==> config.mk <==
export PLATFORM = sky130hd
export DESIGN_NAME = osd_raster
export DESIGN_NICKNAME = d
export VERILOG_FILES = /design/src/rtl/osd_pkg.sv /design/src/rtl/osd_hscan.sv /design/src/rtl/osd_vscan.sv /design/src/rtl/osd_blink.sv /design/src/rtl/osd_raster.sv
export SDC_FILE = /design/constraint.sdc
export NUM_CORES = 1
export LEC_CHECK = 0
export CAP_MARGIN = 20
export CORE_MARGIN = 10
export CORE_UTILIZATION = 65
export DETAILED_ROUTE_END_ITERATION = 6
export DONT_BUFFER_PORTS = 1
export HOLD_SLACK_MARGIN = 0.05
export PLACE_DENSITY = 0.92
export SLEW_MARGIN = 20
export SYNTH_ARGS = -nofsm -noshare
export SYNTH_HDL_FRONTEND = slang
export SYNTH_HIERARCHICAL = 1
export SYNTH_SLANG_ARGS = --single-unit
==> constraint.sdc <==
create_clock -name clk_i -period 7.3 [get_ports clk_i]
set_clock_uncertainty 0.05 [all_clocks]
set_input_delay 1.46 -clock clk_i [delete_from_list [all_inputs] [get_ports clk_i]]
set_output_delay 1.46 -clock clk_i [all_outputs]
set_load 0.01 [all_outputs]
==> src/rtl/osd_pkg.sv <==
package osd_pkg;
  // size code -> repeat count (1..3)
  function automatic logic [1:0] mag_of(input logic [1:0] code);
    case (code)
      2'd0:    return 2'd1;
      2'd1:    return 2'd2;
      default: return 2'd3;
    endcase
  endfunction
endpackage

==> src/rtl/osd_hscan.sv <==
module osd_hscan #(
  parameter int COLS    = 24,
  parameter int CELL_W  = 12,
  parameter int POS_W   = 6,
  parameter int H_STEP  = 4,
  parameter int H_LIMIT = 720,
  parameter int HC_W    = 12,
  parameter int COL_W   = 5,
  parameter int DOT_W   = 4
) (
  input  logic             clk_i,
  input  logic             rst_ni,
  input  logic             hs_rise_i,
  input  logic [POS_W-1:0] hpos_i,
  input  logic [1:0]       mag_i,
  output logic [COL_W-1:0] col_o,
  output logic [DOT_W-1:0] dot_o,
  output logic             act_o
);
  localparam int EW = HC_W + 4;

  logic [HC_W-1:0] hcnt, hstart;
  logic            hact, hdone;
  logic [1:0]      st;
  logic [EW-1:0]   cell_end;

  assign hstart   = HC_W'(hpos_i) * HC_W'(H_STEP);
  assign cell_end = EW'(hstart) + (EW'(col_o) + EW'(1)) * EW'(CELL_W) * EW'(mag_i);
  assign act_o    = hact && (cell_end <= EW'(H_LIMIT));

  always_ff @(posedge clk_i or negedge rst_ni) begin
    if (!rst_ni) begin
      hcnt  <= '0;
      hact  <= 1'b0;
      hdone <= 1'b0;
      col_o <= '0;
      dot_o <= '0;
      st    <= '0;
    end else if (hs_rise_i) begin
      hcnt  <= '0;
      hact  <= 1'b0;
      hdone <= 1'b0;
      col_o <= '0;
      dot_o <= '0;
      st    <= '0;
    end else begin
      if (hcnt != '1) hcnt <= hcnt + 1'b1;
      if (!hact && !hdone) begin
        if (hcnt == hstart) begin
          hact  <= 1'b1;
          col_o <= '0;
          dot_o <= '0;
          st    <= '0;
        end
      end else if (hact) begin
        if (st >= mag_i - 2'd1) begin
          st <= '0;
          if (dot_o == DOT_W'(CELL_W-1)) begin
            if (col_o == COL_W'(COLS-1)) begin
              hact  <= 1'b0;   // grid done, hold col/dot
              hdone <= 1'b1;
            end else begin
              col_o <= col_o + 1'b1;
              dot_o <= '0;
            end
          end else begin
            dot_o <= dot_o + 1'b1;
          end
        end else begin
          st <= st + 1'b1;
        end
      end
    end
  end
endmodule

==> src/rtl/osd_vscan.sv <==
module osd_vscan #(
  parameter int ROWS    = 12,
  parameter int CELL_H  = 18,
  parameter int POS_W   = 6,
  parameter int V_STEP  = 2,
  parameter int V_LIMIT = 250,
  parameter int VC_W    = 10,
  parameter int ROW_W   = 4,
  parameter int LINE_W  = 5
) (
  input  logic              clk_i,
  input  logic              rst_ni,
  input  logic              vs_rise_i,
  input  logic              hs_rise_i,
  input  logic [POS_W-1:0]  vpos_i,
  input  logic [1:0]        mag_i,
  output logic [ROW_W-1:0]  row_o,
  output logic [LINE_W-1:0] line_o,
  output logic              act_o
);
  localparam int EW = VC_W + 4;

  logic [VC_W-1:0] vcnt, vstart;
  logic            vact, vdone;
  logic [1:0]      st;
  logic [EW-1:0]   row_end;

  assign vstart  = VC_W'(vpos_i) * VC_W'(V_STEP);
  assign row_end = EW'(vstart) + (EW'(row_o) + EW'(1)) * EW'(CELL_H) * EW'(mag_i);
  assign act_o   = vact && (row_end <= EW'(V_LIMIT));

  always_ff @(posedge clk_i or negedge rst_ni) begin
    if (!rst_ni) begin
      vcnt   <= '0;
      vact   <= 1'b0;
      vdone  <= 1'b0;
      row_o  <= '0;
      line_o <= '0;
      st     <= '0;
    end else if (vs_rise_i) begin
      vcnt   <= '0;
      vact   <= 1'b0;
      vdone  <= 1'b0;
      row_o  <= '0;
      line_o <= '0;
      st     <= '0;
    end else if (hs_rise_i) begin
      if (vcnt != '1) vcnt <= vcnt + 1'b1;
      if (!vact && !vdone) begin
        if (vcnt == vstart) begin
          vact   <= 1'b1;
          row_o  <= '0;
          line_o <= '0;
          st     <= '0;
        end
      end else if (vact) begin
        if (st >= mag_i - 2'd1) begin
          st <= '0;
          if (line_o == LINE_W'(CELL_H-1)) begin
            if (row_o == ROW_W'(ROWS-1)) begin
              vact  <= 1'b0;
              vdone <= 1'b1;
            end else begin
              row_o  <= row_o + 1'b1;
              line_o <= '0;
            end
          end else begin
            line_o <= line_o + 1'b1;
          end
        end else begin
          st <= st + 1'b1;
        end
      end
    end
  end
endmodule

==> src/rtl/osd_blink.sv <==
module osd_blink #(
  parameter int FIELDS_PAL  = 50,
  parameter int FIELDS_NTSC = 60,
  parameter int FC_W        = 6
) (
  input  logic clk_i,
  input  logic rst_ni,
  input  logic vs_rise_i,
  input  logic pal_i,
  input  logic fast_i,
  output logic hide_o
);
  logic [FC_W-1:0] fcnt, full, period, nxt;

  assign full   = pal_i ? FC_W'(FIELDS_PAL) : FC_W'(FIELDS_NTSC);
  assign period = fast_i ? (full >> 1) : full;
  assign nxt    = fcnt + 1'b1;
  assign hide_o = fcnt >= (period >> 1);

  always_ff @(posedge clk_i or negedge rst_ni) begin
    if (!rst_ni)        fcnt <= '0;
    else if (vs_rise_i) fcnt <= (nxt >= period) ? '0 : nxt;
  end
endmodule

==> src/rtl/osd_raster.sv <==
module osd_raster #(
  parameter int COLS        = 24,
  parameter int ROWS        = 12,
  parameter int CELL_W      = 12,
  parameter int CELL_H      = 18,
  parameter int POS_W       = 6,
  parameter int H_STEP      = 4,
  parameter int V_STEP      = 2,
  parameter int H_LIMIT     = 720,
  parameter int V_LIMIT     = 250,
  parameter int FIELDS_PAL  = 50,
  parameter int FIELDS_NTSC = 60,
  localparam int ADDR_W = $clog2(COLS*ROWS),
  localparam int DOT_W  = $clog2(CELL_W),
  localparam int LINE_W = $clog2(CELL_H)
) (
  input  logic              clk_i,
  input  logic              rst_ni,
  input  logic              hsync_i,
  input  logic              vsync_i,
  input  logic [POS_W-1:0]  hpos_i,
  input  logic [POS_W-1:0]  vpos_i,
  input  logic [1:0]        hsize_i,
  input  logic [1:0]        vsize_i,
  input  logic              disp_en_i,
  input  logic              reverse_i,
  input  logic              blank_en_i,
  input  logic              pal_i,
  input  logic              blink_fast_i,
  input  logic              cell_blink_i,
  input  logic [CELL_W-1:0] font_row_i,
  output logic [ADDR_W-1:0] addr_o,
  output logic [DOT_W-1:0]  dot_col_o,
  output logic [LINE_W-1:0] line_o,
  output logic              active_o,
  output logic              pix_o,
  output logic              bg_o,
  output logic              blink_o
);
  localparam int COL_W = $clog2(COLS);
  localparam int ROW_W = $clog2(ROWS);
  localparam int HC_W  = $clog2((2**POS_W)*H_STEP + COLS*CELL_W*3 + 2);
  localparam int VC_W  = $clog2((2**POS_W)*V_STEP + ROWS*CELL_H*3 + 2);
  localparam int FMAX  = (FIELDS_PAL > FIELDS_NTSC) ? FIELDS_PAL : FIELDS_NTSC;
  localparam int FC_W  = $clog2(FMAX + 1);

  logic hs_q, vs_q, frame_seen;
  logic hs_rise, vs_rise;
  logic h_act, v_act, hide;
  logic [COL_W-1:0]  col;
  logic [ROW_W-1:0]  row;
  logic [DOT_W-1:0]  bit_idx;
  logic [ADDR_W-1:0] row_x, col_x;
  logic              lit;

  assign hs_rise = hsync_i & ~hs_q;
  assign vs_rise = vsync_i & ~vs_q;

  always_ff @(posedge clk_i or negedge rst_ni) begin
    if (!rst_ni) begin
      hs_q       <= 1'b0;
      vs_q       <= 1'b0;
      frame_seen <= 1'b0;
    end else begin
      hs_q <= hsync_i;
      vs_q <= vsync_i;
      if (vs_rise) frame_seen <= 1'b1;
    end
  end

  osd_hscan #(
    .COLS(COLS), .CELL_W(CELL_W), .POS_W(POS_W), .H_STEP(H_STEP),
    .H_LIMIT(H_LIMIT), .HC_W(HC_W), .COL_W(COL_W), .DOT_W(DOT_W)
  ) u_hscan (
    .clk_i(clk_i), .rst_ni(rst_ni), .hs_rise_i(hs_rise), .hpos_i(hpos_i),
    .mag_i(osd_pkg::mag_of(hsize_i)), .col_o(col), .dot_o(dot_col_o), .act_o(h_act)
  );

  osd_vscan #(
    .ROWS(ROWS), .CELL_H(CELL_H), .POS_W(POS_W), .V_STEP(V_STEP),
    .V_LIMIT(V_LIMIT), .VC_W(VC_W), .ROW_W(ROW_W), .LINE_W(LINE_W)
  ) u_vscan (
    .clk_i(clk_i), .rst_ni(rst_ni), .vs_rise_i(vs_rise), .hs_rise_i(hs_rise),
    .vpos_i(vpos_i), .mag_i(osd_pkg::mag_of(vsize_i)), .row_o(row),
    .line_o(line_o), .act_o(v_act)
  );

  osd_blink #(
    .FIELDS_PAL(FIELDS_PAL), .FIELDS_NTSC(FIELDS_NTSC), .FC_W(FC_W)
  ) u_blink (
    .clk_i(clk_i), .rst_ni(rst_ni), .vs_rise_i(vs_rise), .pal_i(pal_i),
    .fast_i(blink_fast_i), .hide_o(hide)
  );

  assign row_x    = ADDR_W'(row);
  assign col_x    = ADDR_W'(col);
  assign addr_o   = row_x * ADDR_W'(COLS) + col_x;
  assign active_o = frame_seen && h_act && v_act;

  // leftmost dot is the MSB of the font row
  assign bit_idx  = DOT_W'(CELL_W-1) - dot_col_o;
  assign lit      = font_row_i[bit_idx] ^ reverse_i;
  assign blink_o  = cell_blink_i && hide;
  assign pix_o    = active_o && disp_en_i && !blink_o && lit;
  assign bg_o     = active_o && disp_en_i && blank_en_i;
endmodule

Yosys cells after proc, flatten, opt, wreduce, memory -nomap -nowiden --
Cells that the tools add are included.
Word-level totals: register bits 56, bits of input ports 38, output and inout port bits 22, logic and storage cells 194
Operators by class: eq/ne operators 18, mux-type cells 81, order comparisons 7, $mul 5, add/sub/neg operators 17, bitwise operators 5, reduce and logical (&&, ||, !) cells 45
Operator list (number):
- $mux 5 | 15
- $mux 4 | 16
- $mux 10 | 3
- $mux 1 | 29
- $mul 13x2->13 | 2
- $mux 11 | 2
- $mux 2 | 11
- $reduce_bool 2->1 | 11
- $reduce_bool 3->1 | 6
- $add 8x15->15 | 1
- $le 15x10->1 const B | 1
- $mul 15x2->13 const B | 1
- $reduce_and 5->1 | 3
- $add 7x14->14 | 1
- $le 14x8->1 const B | 1
- $mul 14x4->13 const B | 1
- $mux 6 | 2
- $reduce_and 6->1 | 2
- $add 11x1->11 const B | 1
- $eq 11x8->1 | 1
- $logic_and 1x1->1 | 11
- $ne 11x11->1 const B | 1
- $add 10x1->10 const B | 1
- $add 5x1->5 const B | 2
- other kinds (35) | 53

Depth between registers and ports, before layout --
Gate-level depths: netlist of the first run.
depth in word-level cells 11, mapped depth 24

By module --
The synthesis of the first run kept the hierarchy.
Modules (own cells, without submodules):
- osd_hscan | seq. area each 600.6 µm², cells each 277, instances 1, area each 2334.7 µm²
- osd_vscan | seq. area each 575.6 µm², cells each 259, instances 1, area each 2255.9 µm²
- osd_raster | seq. area each 75.1 µm², cells each 65, instances 1, area each 589.3 µm²
- osd_blink | seq. area each 150.1 µm², cells each 62, instances 1, area each 579.3 µm²

Worst setup path before layout of the first run --
Ideal clock, no wire load.
path kind input -> output, start point input port hsize_i[0], end point output port pix_o, path buffers 1, data required time 5790 ps, arrival time 4819 ps, stages 18, slack 971 ps, path through or2_2 -> clkbuf_1 -> nor2b_1 -> ha_1 -> fa_1 -> a21o_1 -> a21oi_1 -> xnor2_1 -> ha_1 -> a21oi_1 -> o21ai_1 -> xnor2_1 -> a31oi_1 -> o31ai_1 -> a211oi_1 -> and3_1 -> nand2_1 -> nor4b_2
Between the ends: longest elaborated chain between the ends 11, elaborated cells on any way between the ends 12, classes of those cells add/sub (1); mul (1); order compare (1); eq/ne (1); mux (1); reduce/logical (7)
RTL lines:
- from (decl) | line osd_raster.sv:23 | input logic [1:0] hsize_i,
- $eq 2x1->1 or $logic_not 2->1 (tied branches) | line osd_pkg.sv:4 | case (code)
- $pmux 2 s2 * | line osd_pkg.sv:4
- $mul 13x2->13 * | line osd_hscan.sv:28 | assign cell_end = EW'(hstart) + (EW'(col_o) + EW'(1)) * EW'(CELL_W) * EW'(mag_i);
- $add 8x15->15 * | line osd_hscan.sv:28
- $le 15x10->1 * | line osd_hscan.sv:29 | assign act_o = hact && (cell_end <= EW'(H_LIMIT));
- $logic_and 1x1->1 * | line osd_hscan.sv:29
- named net h_act | line osd_raster.sv:49 | logic h_act, v_act, hide;
- $logic_and 1x1->1 * (2 in a row) | line osd_raster.sv:98 | assign active_o = frame_seen && h_act && v_act;
- named net active_o | line osd_raster.sv:35 | output logic active_o,
- $logic_and 1x1->1 * (3 in a row) | line osd_raster.sv:104 | assign pix_o = active_o && disp_en_i && !blink_o && lit;
- to (decl) | line osd_raster.sv:36 | output logic pix_o,
Mark *: on every way through the listed nets, which the timed path passes. The rest lies on a longest branch.

Final worst setup path of the first run --
start point register u_hscan.col_o[0], end point output port pix_o
Between the ends: longest elaborated chain between the ends 11
RTL lines:
- from (decl) | line osd_hscan.sv:16 | output logic [COL_W-1:0] col_o,
- from (signal assigned) | line osd_hscan.sv:63 | col_o <= col_o + 1'b1;
- $add 5x1->6 | line osd_hscan.sv:28
- $mul 15x2->13 | line osd_hscan.sv:28
- $mul 13x2->13 | line osd_hscan.sv:28
- $add 8x15->15 | line osd_hscan.sv:28
- $le 15x10->1 | line osd_hscan.sv:29
- $logic_and 1x1->1 | line osd_hscan.sv:29
- named net h_act | line osd_raster.sv:49
- $logic_and 1x1->1 (2 in a row) | line osd_raster.sv:98
- named net active_o | line osd_raster.sv:35
- $logic_and 1x1->1 (3 in a row) | line osd_raster.sv:104
The timed path passes the listed nets, and every way through them passes these cells.

==> results list, run 1 <==
* Status: finished, final reports clean
- The worst setup path is captured at a primary output.
* Sequential Power Share: 41.7%
- Terminus of the critical flop-to-flop path: u_vscan/line_o[4]$_DFFE_PN0P_
- Yosys mapped a number of flops with a built-in enable equal to 0.
* Worst min-delay path category: reg -> reg
- Antenna diode count: 0
- On the worst path, the slowest cell contributes a delay of 510 ps.
- Clock tree synthesis selected as its root buffer the cell clkbuf_8.
- Share of synthesized area occupied by flip-flops and latches: 24.3%
* Via count of the first global-routing pass: 4,755
- IO Count: 60
* Most common library cell in the layout ignoring fill and taps: ha_1
* Standard-cell rows: 34
- The share of synthesized area in the top cell type comes to 24.3%.
- Commonest non-fill, non-tap cells in the layout: ha_1, nor2_1, dfrtp_1
- Worst Hold Slack: 433 ps
* Synth Register Bits: 56
* Biggest fanout along the worst timing path: 11
- Setup repair after global routing missed its margin: false
- Htree depth: 2
- Remaining number of nets flagged by the antenna check after routing: 0
- Multi-input logic area: 0.00409 mm^2
- Total standard cell area after synthesis: 0.00576 mm^2
* NumNets Final: 764
- Final setup violation count: 0
* Cell taking the most area after synthesis: dfrtp_1
* Combined buffer and inverter count along the critical path: 1
- For the worst setup path, the data arrival time is 5370 ps.
- The Yosys step of the flow raised 6 warnings.
- Max-cap violations in this run came to 0.
* Floorplan die area: 0.0130 mm^2
- Share of power burned in combinational logic: 39.4%
- The region available for standard cell placement spans 0.00868 mm^2.
- The internal power of the cells totals 0.573 mW.
* Sequential cell area in the final layout: 0.00140 mm^2
- Once layout is complete, the utilization of the core stands at 68.1%.
- Die boundary height: 114 um
- The worst-case IR drop observed on VDD is 116 uV.
- Buffers on Ports: 0
- Setup TNS: 0 ps
- In this run the mean area of a mapped cell was 8.69 um^2.
* Static leakage: 2.75 nW
- The clock passes through at most 2 buffers.
- Endpoint of the worst hold-timing path: frame_seen$_DFFE_PN0P_
- In the final layout, the share of cells above drive strength 1 is 6.55%.
- The clock network accounts for 19.0% of the total power.
- For this configuration, the core starts out at a cell density of 66.4%.
- Count of final max-slew check failures: 0
- Flop-to-flop setup slack: 4750 ps
- Routability-driven placement finished with a final weighted congestion of 0.868.
* Clock slew at the register clock pins of the worst setup and hold paths: 110 ps
- Overflow after GRT: 0
* Maximum number of pins on one net before global-route repair: 57
- In this run the critical register-to-register path is launched from u_vscan/vcnt[8]$_DFFE_PN0P_.
* Post-CTS Setup Bufs: 0
- Final Hold Fails: 0
* Crit share post-route: 94.3%
- Sw Pwr: 0.348 mW
* Share of synthesized registers carrying an async set or reset: 100%
- Cell types occupying the most area after synthesis: dfrtp_1, ha_1, xnor2_1, xor2_1, nor2_1
* Remaining design rule violation count: 0
- Measured along the x axis, the die boundary spans 114 um.
- Detailed placement finished with a half-perimeter wire length of 10,200 um.
- Along the worst hold path, the cell count comes to 1.
* Drt pass-1 iters: 4
* Post-cts hold buffer count: 0
* Class of the most critical setup path: reg -> out
- The first global-routing pass estimated 21,700 um of wire.
- Crit path max-delay family: compound AO/OA/AOI/OAI gates
- TritonCTS built the clock tree.
* Req. time, crit path: 5790 ps
- Tot GR Track Use: 19.3%
- Traced cell by cell, the critical path runs through ha_2, xnor2_2, inv_1, ha_1, a21oi_2, a21oi_1, a2bb2oi_1, a31o_2, xor2_1, and2_1, ha_1, xnor2_1, ha_1, nand2_1, o21ai_1, nor3b_1, a211oi_1, a211oi_1, and3_2, nand2_1, nor4b_4.
* Power per cell area: 156 mW/mm^2
- Post-detailed-routing wire length: 12,800 um
- Via Count: 4,787
- Synth Instances: 663
- Number of cells on the worst reg-to-reg path: 6
- The most used flip-flop cell after synthesis is dfrtp_1.
- The startpoint identified for the worst hold timing path is frame_seen$_DFFE_PN0P_.
- Maximum clock frequency: 0.145 GHz
* Violation count after the first detailed-routing iteration: 335
- Time the final worst path needs with I/O delays and setup: 6880 ps
- Clock sink count: 56
* Num CTS Buffers: 5
- Synthesis produced a netlist with a net count of 772.
- Max-slew headroom at the worst pin: 31.4%
* Fraction of power spent switching nets: 37.8%
- For the pin with the worst max-slew slack, the measured transition is 1030 ps.
- The netlist uses 81 different library cells.
- Post-detailed-route via-to-cell ratio: 6.27
- Growth of design area from synthesis to finish: 2.65%
- Insertion delay to the later sink of the worst-skew pair: 310 ps
- Kind of start point of the critical path: flop
- Antenna violations before repair: 1
- For this design, the slowest cell found on the critical path is dfrtp_2.
- Filler instances: 667
* Drt wl/cell: 16.8 um
* Dominant cell type by count on the critical path: ha_1
-- through the flow --
step | area, um^2 | worst slack (ps) | instances | total power, mW
3_3_place_gp | 5800 | 610 | 756 | 0.722
4_1_cts | 5890 | 99.5 | 764 | 0.924
2_1_floorplan | 5760 | 971 | 663 | 0.675
5_1_grt | 5910 | 23.1 | 764 | 0.989
6_report | 5910 | 420 | 764 | 0.921
3_5_place_dp | 5800 | 334 | 756 | 0.748
-- power by group through the flow --
stage	clock (mW)	combinational, mW	sequential [mW]
after floorplan	0	0.300	0.375
after global placement	0	0.336	0.386
after detailed placement	0	0.360	0.389
after CTS	0.180	0.362	0.383
after global routing	0.192	0.408	0.390
final	0.175	0.363	0.384
-- how the worst max path moves through the flow --
stage / start / endpoint / slack (ps) / cells after the start
final: u_hscan/col_o[0]$_DFFE_PN0P_ / pix_o / 420 / 21
after detailed placement: u_hscan/col_o[0]$_DFFE_PN0P_ / pix_o / 330 / 21
after CTS: u_hscan/col_o[0]$_DFFE_PN0P_ / pix_o / 100 / 21
after floorplan: hsize_i[0] / pix_o / 970 / 18
after global routing: u_hscan/col_o[1]$_DFFE_PN0P_ / pix_o / 20 / 22
after global placement: u_hscan/col_o[0]$_DFFE_PN0P_ / pix_o / 610 / 22
-- cells by family (layout without fill, tap and decap cells) --
| logic type | count (synthesis) | after routing | synth area share [%] |
|---|---|---|---|
| muxes | 11 | 11 | 2.15 |
| and+or+nand+nor | 237 | 237 | 22.5 |
| AOI/OAI and AO/OA | 150 | 150 | 18.5 |
| buffers and inverters | 66 | 59 | 5.13 |
| adders and majority gates | 71 | 71 | 16.3 |
| DFF | 56 | 56 | 24.3 |
| xor gates and xnor gates | 72 | 72 | 11.1 |
-- sequential cells by signal, summed over array words and instances (netlist names) --
| name | flops |
|---|---|
| u_hscan/dot_o | 4 |
| u_vscan/vact | 1 |
| u_vscan/vcnt | 10 |
| u_hscan/hcnt | 11 |
| u_vscan/line_o | 5 |
| u_hscan/col_o | 5 |
| vs_q | 1 |
| u_vscan/vdone | 1 |
| u_blink/fcnt | 6 |
| hs_q | 1 |
| u_hscan/st | 2 |
| u_vscan/row_o | 4 |
| u_vscan/st | 2 |
| u_hscan/hdone | 1 |
| u_hscan/hact | 1 |
| frame_seen | 1 |
-- area by class of cell --
cell class	instances	area share [%]
multi-input cells	541	69.1
clock inverters	2	0.275
flip-flops and latches	56	23.7
repair buffers	2	0.254
inverters	49	3.11
well taps	108	2.29
clock buffers	6	1.23
-- metal layers --
metal  vias up  track usage, %  share of wire (%)
met4         2            6.77                2.2
met1      2329            22.2                 41
li1       2326               -                  -
met3        24            3.20                4.8
met5         -               0              0.055
met2       106            35.2                 52
-- cells in the mapped netlist, drive strengths merged (15+ instances only) --
| cell | instances |
|---|---|
| nand2 | 42 |
| o31ai | 15 |
| and2 | 25 |
| nor2 | 56 |
| xor2 | 32 |
| o21ai | 25 |
| inv | 49 |
| ha | 64 |
| nand3 | 23 |
| a21oi | 37 |
| dfrtp | 56 |
| xnor2 | 40 |
-- what timing repair did --
action / CTS / global route
setup endpoints to repair: 1 / 2
resized for setup: 1 / 5
pin swaps: 0 / 0
gates cloned: 0 / 0
Power figures use the tool's default switching activity.
==> run 2, diff against run 1 <==
--- a/config.mk
+++ b/config.mk
@@ -12,6 +12,7 @@
 export DONT_BUFFER_PORTS = 1
 export HOLD_SLACK_MARGIN = 0.05
 export PLACE_DENSITY = 0.92
+export REMOVE_ABC_BUFFERS = 1
 export SLEW_MARGIN = 20
 export SYNTH_ARGS = -nofsm -noshare
 export SYNTH_HDL_FRONTEND = slang
==> constraint.sdc (replaced) <==
create_clock -name clk_i -period 7.35 [get_ports clk_i]
set_clock_uncertainty 0.05 [all_clocks]
set_input_delay 1.47 -clock clk_i [delete_from_list [all_inputs] [get_ports clk_i]]
set_output_delay 1.47 -clock clk_i [all_outputs]
set_load 0.01 [all_outputs]
==> run 2 against run 1 <==
Net effect:
- worst setup slack lost 52 ps
- global-route usage grew 0.61 points
- clock power is 2% lower
- total power decreased by 0.72%
- via count is 0.29% higher
- die area unchanged
- register-to-register slack improved by 40 ps
- utilization grew 0.12 points
- hold slack gained 1.2 ps
- first-iteration DRC count fell by 23%
- highest routed layer is now met4
==> results list, run 2 (same netlist as run 1, synthesis figures left out) <==
* Clock Path Buffers: 2 (unchanged)
- The final cell count without fillers came to 765 (+0.13%).
- The share of power burned in registers came to 41.3% (-0.4 points).
- The critical path is of the reg -> out type.
- Remaining design rule violation count: 0 (unchanged)
- Placer Congestion: 0.857 (-1.2%)
- Buffers on Ports: 0 (unchanged)
- The overall global routing resource usage came to 19.9% (+0.61 points).
- The iteration-0 DRC count of the detailed router is 257 (-23%).
- NumNets Final: 765 (+0.13%)
* Sw Pwr: 0.344 mW (-1.2%)
* Number of flip-flops under the largest register name: 11 (unchanged)
- Worst min-delay path category: reg -> reg
- Filler instances: 686 (+2.8%)
- The highest ir drop seen on vdd was 126 uV (+8.4%).
* Share of power burned in combinational logic: 40.0% (+0.6 points)
- Maximum number of pins on one net before global-route repair: 57 (unchanged)
- Width of the die: 114 um (unchanged)
- Commonest non-fill, non-tap cells in the layout: ha_1, nor2_1, dfrtp_1
- Post-layout util: 68.2% (+0.12 points)
- Reg with most FFs: u_hscan/hcnt
* Root Buffer: clkbuf_8
* Htree depth: 2 (unchanged)
* IO Count: 60 (unchanged)
- Total of max-cap violations: 0 (unchanged)
- Static leakage: 2.76 nW (+0.54%)
* Registers with the most flip-flops: u_hscan/hcnt: 11 flops, u_vscan/vcnt: 10 flops, u_blink/fcnt: 6 flops
* Arrival time worst endpoint: 5460 ps (+90 ps)
* Clock sink count: 56 (unchanged)
* Insertion delay to the later sink of the worst-skew pair: 310 ps (about the same)
* Standard-cell rows: 34 (unchanged)
* Max-slew headroom at the worst pin: 33.6% (+2.2 points)
- Via Count: 4,801 (+0.29%)
- Final HPWL DP: 10,400 um (+1.2%)
- The worst setup path is launched from a flop.
* Most common library cell in the layout ignoring fill and taps: ha_1
* Sequential cell area in the final layout: 0.00140 mm^2 (about the same)
- The worst setup path is captured at a primary output.
- Cell internal power dissipation: 0.571 mW (-0.41%)
- The slew at the pin closest to its max-slew limit came to 993 ps (-32.8 ps).
- The power density over the cells was 154 mW/mm^2 (-0.89%).
- The antenna diode count was 0 (unchanged).
* Final Hold Fails: 0 (unchanged)
- TritonCTS built the clock tree.
- Placed cell count: 757 (+0.13%)
- Post-detailed-route via-to-cell ratio: 6.28 (+0.16%)
- The relative contribution of the clock network to total power is 18.7% (-0.3 points).
* Core area: 0.00868 mm^2 (unchanged)
- Dividing the final minimum period by the clock period gives 95.0%.
* Num CTS Buffers: 5 (unchanged)
* Count of final max-slew check failures: 0 (unchanged)
- The die area was 0.0130 mm^2 (unchanged).
- Overflow after GRT: 0 (unchanged)
- The average wire per standard cell came to 17.0 um (+1.4%).
* Growth of design area from synthesis to finish: 2.82%
- Post-detailed-routing wire length: 13,000 um (+1.6%)
- The area used by multi-input combinational logic was 0.00409 mm^2 (about the same).
- For this run, the top clock speed supported by timing is 0.143 GHz.
* Die boundary height: 114 um (unchanged)
- The proportion of layout cells with a drive suffix above 1 came to 6.70% (+0.14 points).
- The maximum fanout count along the critical path came to 7 (-4).
- The number of global-route vias before repair came to 4,864 (+2.3%).
* Req. time, crit path: 5830 ps (+40 ps)
- The first-pass GRT wire length came to 22,200 um (+2.4%).
* Status: finished, final reports clean
- The number of hold buffers added after cts was 0 (unchanged).
- The number of antenna violations at the first check in global routing is 0 (-1).
- The clock-pin slew reported for the worst setup and hold paths after clock tree synthesis came to 100 ps (about the same).
- Drt pass-1 iters: 6 (+2)
- Remaining number of nets flagged by the antenna check after routing: 0 (unchanged)
* Starting Density: 66.4% (unchanged)
- Fraction of power spent switching nets: 37.6% (-0.20 points)
* Time the final worst path needs with I/O delays and setup: 6980 ps
* Final setup violation count: 0 (unchanged)
## run 2: changes by cell type in the layout (fill, tap and decap cells not counted), sizes merged
cell and change:
clkbuf -1, buf +1, inv +1
## run 2: power by group through the flow
stage | registers [mW] | logic [mW] | clock network, mW
3_5_place_dp | 0.383 | 0.360 | 0
4_1_cts | 0.377 | 0.362 | 0.174
6_report | 0.378 | 0.366 | 0.171
2_1_floorplan | 0.375 | 0.292 | 0
3_3_place_gp | 0.380 | 0.335 | 0
5_1_grt | 0.382 | 0.416 | 0.187
## run 2: per-stage QoR
| step | area [um^2] | TNS, ps | hold WS, ps | setup WS [ps] | total power, mW |
|---|---|---|---|---|---|
| floorplan | 5650 | 0 | 381 | 1090 | 0.667 |
| global placement | 5810 | 0 | 395 | 635 | 0.716 |
| detailed placement | 5810 | 0 | 408 | 472 | 0.743 |
| CTS | 5900 | 0 | 432 | 83.0 | 0.913 |
| global route | 5920 | -37.3 | 452 | -37.3 | 0.986 |
| finish | 5920 | 0 | 435 | 367 | 0.915 |
## run 2: final cells by class
class / count / share of cell area (%)
multi-input combinational: 541 / 69.0
sequential: 56 / 23.7
inverter: 49 / 3.11
tap: 108 / 2.28
clock buffer: 5 / 1.16
timing repair buffer: 3 / 0.380
clock inverter: 3 / 0.359
## run 2: worst max-delay path, stage by stage (launching register included)
cell	delay, ps
dfrtp_1	500
ha_1	370
xnor2_2	180
inv_1	70
ha_1	310
a21oi_2	260
o211a_1	180
o21ai_1	100
a31o_2	290
xor2_1	150
and2_1	170
ha_1	320
xnor2_1	150
ha_1	330
a21oi_1	180
o21ai_1	110
xnor2_1	150
a31oi_1	160
o31ai_1	120
a211oi_2	320
and3_2	310
nand2_1	110
nor4b_4	310
## run 2: worst paths after layout
path | startpoint | to | slack, ps | cells past startpoint
worst max-delay path | u_hscan/col_o[1]$_DFFE_PN0P_ | pix_o | 370 | 22
worst min-delay path | frame_seen$_DFFE_PN0P_ | frame_seen$_DFFE_PN0P_ | 430 | 1
worst max register to register | u_vscan/vcnt[8]$_DFFE_PN0P_ | u_vscan/row_o[3]$_DFFE_PN0P_ | 4790 | 6
worst min register to register | frame_seen$_DFFE_PN0P_ | frame_seen$_DFFE_PN0P_ | 430 | 1
max in group asynchronous | rst_ni | u_hscan/hcnt[6]$_DFFE_PN0P_ | 6350 | 0
min in group asynchronous | rst_ni | u_blink/fcnt[0]$_DFFE_PN0P_ | 790 | 0
## run 2: timing repair
item / in CTS / in global routing
resized for setup: 0 / 5
endpoints found under the setup margin: 0 / 2
setup buffers: 0 / 0
## run 2: routing by layer
layer	wire (um)	vias up	GRT usage, %	part of all wire (%)
met5	0	-	0	0
met4	238	0	5.93	1.8
met3	759	25	4.56	5.8
met2	6680	119	35.7	51
met1	5350	2322	23.1	41
li1	-	2335	-	-
